File: src/rtl/pdm_pkg.sv
package pdm_pkg;
  // Half period in system clocks after clamping and rounding the setting
  function automatic int unsigned half_of(int unsigned n);
    int unsigned m;
    m = (n < 4) ? 4 : n;
    return m / 2;
  endfunction

  // Position inside a phase at which the wire is sampled
  function automatic int unsigned mid_of(int unsigned h);
    return h / 2;
  endfunction
endpackage

File: src/rtl/pdm_sync.sv
module pdm_sync #(
  parameter int STAGES = 2
) (
  input  logic clk,
  input  logic rst_n,
  input  logic d,
  output logic q
);
  logic [STAGES-1:0] chain;

  always_ff @(posedge clk or negedge rst_n) begin
    if (!rst_n) chain <= '0;
    else        chain <= {chain[STAGES-2:0], d};
  end

  assign q = chain[STAGES-1];
endmodule

File: src/rtl/pdm_clkgen.sv
module pdm_clkgen #(
  parameter int DIV_W = 8
) (
  input  logic             clk,
  input  logic             rst_n,
  input  logic             enable,
  input  logic [DIV_W-1:0] div_sel,
  output logic             mic_clk,
  output logic             running,
  output logic             phase_end,
  output logic             mid_evt,
  output logic [DIV_W-1:0] half_cur
);
  import pdm_pkg::*;

  logic [DIV_W-1:0] cnt;
  logic [DIV_W-1:0] half_next;
  logic [DIV_W-1:0] mid_pos;

  assign half_next = DIV_W'(half_of(32'(div_sel)));
  assign mid_pos   = DIV_W'(mid_of(32'(half_cur)));
  assign phase_end = running && (cnt == half_cur - DIV_W'(1));
  assign mid_evt   = running && (cnt == mid_pos);

  always_ff @(posedge clk or negedge rst_n) begin
    if (!rst_n) begin
      mic_clk  <= 1'b0;
      running  <= 1'b0;
      cnt      <= '0;
      half_cur <= DIV_W'(2);
    end else if (!enable) begin
      mic_clk <= 1'b0;
      running <= 1'b0;
      cnt     <= '0;
    end else if (!running) begin
      running  <= 1'b1;
      mic_clk  <= 1'b1;
      cnt      <= '0;
      half_cur <= half_next;
    end else if (phase_end) begin
      cnt     <= '0;
      mic_clk <= ~mic_clk;
      if (!mic_clk) half_cur <= half_next;
    end else begin
      cnt <= cnt + DIV_W'(1);
    end
  end
endmodule

File: src/rtl/pdm_splitter.sv
module pdm_splitter #(
  parameter int STAGES = 2
) (
  input  logic clk,
  input  logic rst_n,
  input  logic enable,
  input  logic mark,
  input  logic level,
  input  logic data_sync,
  output logic ch1_bit,
  output logic ch1_valid,
  output logic ch2_bit,
  output logic ch2_valid
);
  logic [STAGES-1:0] mark_d;
  logic [STAGES-1:0] level_d;
  logic              take;
  logic              take_hi;

  always_ff @(posedge clk or negedge rst_n) begin
    if (!rst_n) begin
      mark_d  <= '0;
      level_d <= '0;
    end else if (!enable) begin
      mark_d  <= '0;
      level_d <= '0;
    end else begin
      mark_d  <= {mark_d[STAGES-2:0], mark};
      level_d <= {level_d[STAGES-2:0], level};
    end
  end

  assign take    = mark_d[STAGES-1];
  assign take_hi = level_d[STAGES-1];

  always_ff @(posedge clk or negedge rst_n) begin
    if (!rst_n) begin
      ch1_bit   <= 1'b0;
      ch2_bit   <= 1'b0;
      ch1_valid <= 1'b0;
      ch2_valid <= 1'b0;
    end else begin
      ch1_valid <= enable && take && take_hi;
      ch2_valid <= enable && take && !take_hi;
      if (enable && take && take_hi)  ch1_bit <= data_sync;
      if (enable && take && !take_hi) ch2_bit <= data_sync;
    end
  end
endmodule

File: src/rtl/pdm_dual_capture.sv
module pdm_dual_capture #(
  parameter int DIV_W       = 8,
  parameter int SYNC_STAGES = 2
) (
  input  logic             clk,
  input  logic             rst_n,
  input  logic             enable,
  input  logic [DIV_W-1:0] div_sel,
  input  logic             mic_data_in,
  output logic             mic_clk,
  output logic             ch1_bit,
  output logic             ch1_valid,
  output logic             ch2_bit,
  output logic             ch2_valid
);
  logic             running;
  logic             phase_end;
  logic             mid_evt;
  logic [DIV_W-1:0] half_cur;
  logic             data_sync;

  pdm_clkgen #(.DIV_W(DIV_W)) u_clkgen (
    .clk(clk), .rst_n(rst_n), .enable(enable), .div_sel(div_sel),
    .mic_clk(mic_clk), .running(running), .phase_end(phase_end),
    .mid_evt(mid_evt), .half_cur(half_cur)
  );

  pdm_sync #(.STAGES(SYNC_STAGES)) u_sync (
    .clk(clk), .rst_n(rst_n), .d(mic_data_in), .q(data_sync)
  );

  // The sample marker travels through as many registers as the data
  pdm_splitter #(.STAGES(SYNC_STAGES)) u_split (
    .clk(clk), .rst_n(rst_n), .enable(enable), .mark(mid_evt),
    .level(mic_clk), .data_sync(data_sync),
    .ch1_bit(ch1_bit), .ch1_valid(ch1_valid),
    .ch2_bit(ch2_bit), .ch2_valid(ch2_valid)
  );
endmodule

File: config.mk
export PLATFORM = sky130hd
export DESIGN_NAME = pdm_dual_capture
export DESIGN_NICKNAME = d
export VERILOG_FILES = /design/src/rtl/pdm_pkg.sv /design/src/rtl/pdm_sync.sv /design/src/rtl/pdm_clkgen.sv /design/src/rtl/pdm_splitter.sv /design/src/rtl/pdm_dual_capture.sv
export SDC_FILE = /design/constraint.sdc
export NUM_CORES = 1
export LEC_CHECK = 0
export ABC_AREA = 1
export BUFFER_PORTS_ARGS = -buffer_cell sky130_fd_sc_hd__buf_2
export CAP_MARGIN = 10
export CORE_MARGIN = 2
export CORE_UTILIZATION = 25
export CTS_BUF_LIST = sky130_fd_sc_hd__clkbuf_8 sky130_fd_sc_hd__clkbuf_16
export CTS_CLUSTER_DIAMETER = 40
export DETAILED_ROUTE_END_ITERATION = 16
export GPL_TIMING_DRIVEN = 0
export RECOVER_POWER = 100
export SLEW_MARGIN = 20
export SYNTH_ARGS = -nofsm -noshare
export SYNTH_HDL_FRONTEND = slang
export SYNTH_SLANG_ARGS = --single-unit
File: constraint.sdc
create_clock -name clk -period 1.65 [get_ports clk]
set_input_delay 0.495 -clock clk [delete_from_list [all_inputs] [get_ports clk]]
set_output_delay 0.495 -clock clk [all_outputs]
set_load 0.05 [all_outputs]
==> results.md <==
* Fin cells at 269
* Number of global-route vias before repair at 1025
* Fin. max-slew vios at 0
* Clk Latency, worst-skew pair at 0.28 ns
* CP startpoint kind: flop
* Clk buf depth at 2
* P_int at 1.08 mW
* Starting density of the core at 25.9%
* Critical-path cell list: inv_2, ha_4, xor2_1, nand3_1, nor2_2, nand3_2, nand2_4, buf_12, nand3_1, nand2_1
* Flop-to-flop setup slack at -0.18 ns
* DRC violations left at 0
* Site row count at 27
* Worst path max stage delay at 0.55 ns
* Worst Path Required at 1.87 ns
* Share of cells above drive strength 1 at 23.9%
* Post-Syn Instances at 174
* Flops & latches, synth at 27
* Die width at 79.5 um
* Grt total ovfl at 0
* DP Cell Count at 261
* Cts bufs inserted at 3
* Syn Std Cell Area at 1430 um2
* Combinational power share at 28.4%
* Clock Skews at 0.00723 ns
* Cell variety after synth at 27
* Sw Ratio at 33.8%
* IO buf count at 15
* Initial antenna violation count at 0
* Max frequency at 546 MHz
* H-tree lvl count at 1
* Post-route ant nets at 0
* Crit-path most repeated cell: nand3_1
* GP Congestion at 0.768
* Most common cell after layout, fill and taps aside: nand2_1
* Routed len/inst at 10.2 um
* Slew HR at 55.7%
* Die height at 79.5 um
* Largest net degree at the start of global routing at 28
* Post-DP HPWL at 1.97 mm
* Clock share of power at 24.4%
* DRT Wirelength at 2.75 mm
* Path type of the worst setup path: reg -> reg
* Most frequent cells in the layout: 44 x nand2_1, 26 x dfrtp_1, 18 x inv_1, 18 x nor2_1, 11 x nand3_1
* Iteration-0 DRC Markers at 22
* CP max FO at 7
* Tightest Hold Check Type: in -> async
* Setup repair after global routing missed its margin: true
* Clock root cell: clkbuf_8
* Drt pass-1 iters at 4
* Vias per Instance at 4.13
* Outcome: finished, violations left
* Synthesis warning total at 0
* Max Cap Viol at 0
* CTS tree: built
* Synth-to-Final Area Change at 23.2%
* VDD IR-drop max at 0.000588 V
* Nets at 212
* Placed Area at 1600 um2
* GR Util All Layers at 9.55%
* CP top delay family: simple AND/OR/NAND/NOR gates
* Worst Path Buf+Inv at 2
* Psw at 0.551 mW
* Slew @ Worst Pin at 0.664 ns
* Antenna Cells at 0
* Final Hold Viols at 0
* Crit share post-route at 111%
* First-pass GRT wire length at 4.81 mm
* Crit path arrival time at 2.05 ns
* Sequential power share at 47.2%
* Slowest cell on crit path: dfstp_2
* Die area at 6330 um2
* Avg Inst Size Synth at 8.20 um2
* Final setup fails at 16
* Synthesized Nets at 188
* Hold_buf cts at 0
* Via count at 1110
* Cell area after layout at 1760 um2
* Sequential area share after synthesis at 47.5%
* Power per cell area at 928 nW/um2
* Leak at 0.884 nW
* Final Critical Period at 1.83 ns
* Setup crit end kind: flop
* Core Area at 5510 um2
* Clock transition at path regs at 0.09 ns
* Failing checks: negative setup slack
* Ports at 17
* Final worst slack at -0.182 ns
* CTS sink cnt at 27
[layout make-up]
cell class                 count  area (um2)
fill                         576        3750
multi-input combinational    124         727
sequential                    27         677
timing repair buffer          19         116
tap                           72        90.1
inverter                      20        75.1
clock buffer                   3        41.3
buffer                         3        21.3
clock inverter                 1        8.76
[stage by stage]
| stage | hold slack, ns | TNS, ns | power [mW] | setup slack, ns | utilization [%] |
|---|---|---|---|---|---|
| 4_1_cts | 0.237 | -1.90 | 1.61 | -0.150 | 30.9 |
| 5_1_grt | 0.291 | -4.08 | 1.74 | -0.295 | 31.9 |
| 2_1_floorplan | 0.199 | -0.179 | 1.09 | -0.0306 | - |
| 3_3_place_gp | 0.332 | -3.46 | 1.18 | -0.227 | 29.1 |
| 6_report | 0.230 | -2.19 | 1.63 | -0.182 | 31.9 |
| 3_5_place_dp | 0.352 | -3.24 | 1.19 | -0.224 | 29.1 |
[per-layer routing]
layer | wire length, um | share of wire [%] | vias to the layer above | track usage [%]
met2 | 1230 | 45 | 15 | 15.8
met3 | 68 | 2.5 | 5 | 1.36
met5 | 0 | 0 | - | 0
met4 | 53 | 1.9 | 0 | 3.62
li1 | - | - | 582 | -
met1 | 1390 | 51 | 508 | 12.6
[cells in the mapped netlist, drive strengths merged]
master / n / area (um2)
a21boi: 1 / 11.3
a21oi: 1 / 5.00
and3: 1 / 6.26
buf: 2 / 16.3
clkbuf: 1 / 5.00
dfrtp: 26 / 651
dfstp: 1 / 26.3
ha: 2 / 25.0
inv: 20 / 75.1
nand2: 53 / 214
nand3: 16 / 85.1
nand3b: 2 / 15.0
nand4: 2 / 12.5
nor2: 20 / 77.6
nor3: 1 / 5.00
nor4: 2 / 12.5
o21a: 1 / 7.51
o21ai: 3 / 15.0
or2: 2 / 12.5
xnor2: 7 / 61.3
xor2: 10 / 87.6
[registers in the layout, summed over array words and instances (netlist names)]
register and flops:
u_clkgen.mic_clk 1, u_clkgen.cnt 8, u_clkgen.half_cur 7, u_sync.chain 2
u_split.ch1_bit 1, u_split.ch2_valid 1, u_split.mark_d 2, u_split.ch1_valid 1
u_split.ch2_bit 1, u_split.level_d 2, u_clkgen.running 1
[kinds of logic (layout without fill, tap and decap cells)]
kind of cell	count (synthesis)	after routing	share of synthesized area, %
adder cells (fa/ha/maj)	2	2	1.75
AO/OA/AOI/OAI	6	6	2.72
AND/OR/NAND/NOR	99	99	30.9
XOR/XNOR	17	17	10.4
buffers and inverters	23	46	6.75
flip-flops	27	27	47.5
[timing repair]
action                     4_1_cts  5_1_grt
resized for setup                3       13
setup endpoints to repair       16       16
buffers inserted                 3        1
pin swaps                        7       11
[path summary, 6_finish.rpt]
| kind | to | depth (start not counted) | start |
|---|---|---|---|
| min in group clk | u_sync.chain[0] | 1 | mic_data_in |
| worst min-delay path | u_clkgen.half_cur[4] | 1 | rst_n |
| worst max register to register | u_clkgen.half_cur[5] | 10 | u_clkgen.half_cur[1] |
| worst min register to register | u_sync.chain[1] | 0 | u_sync.chain[0] |
| max in group asynchronous | u_clkgen.cnt[1] | 1 | rst_n |
| worst max-delay path | u_clkgen.half_cur[5] | 10 | u_clkgen.half_cur[1] |
[power by group through the flow]
stage | Clock, mW | Sequential (mW) | Combinational, mW
CTS | 0.404 | 0.766 | 0.435
global placement | 0 | 0.780 | 0.401
detailed placement | 0 | 0.782 | 0.409
global route | 0.429 | 0.780 | 0.528
finish | 0.398 | 0.770 | 0.463
floorplan | 0 | 0.813 | 0.275
No activity file was read; power rests on OpenSTA's default activity.
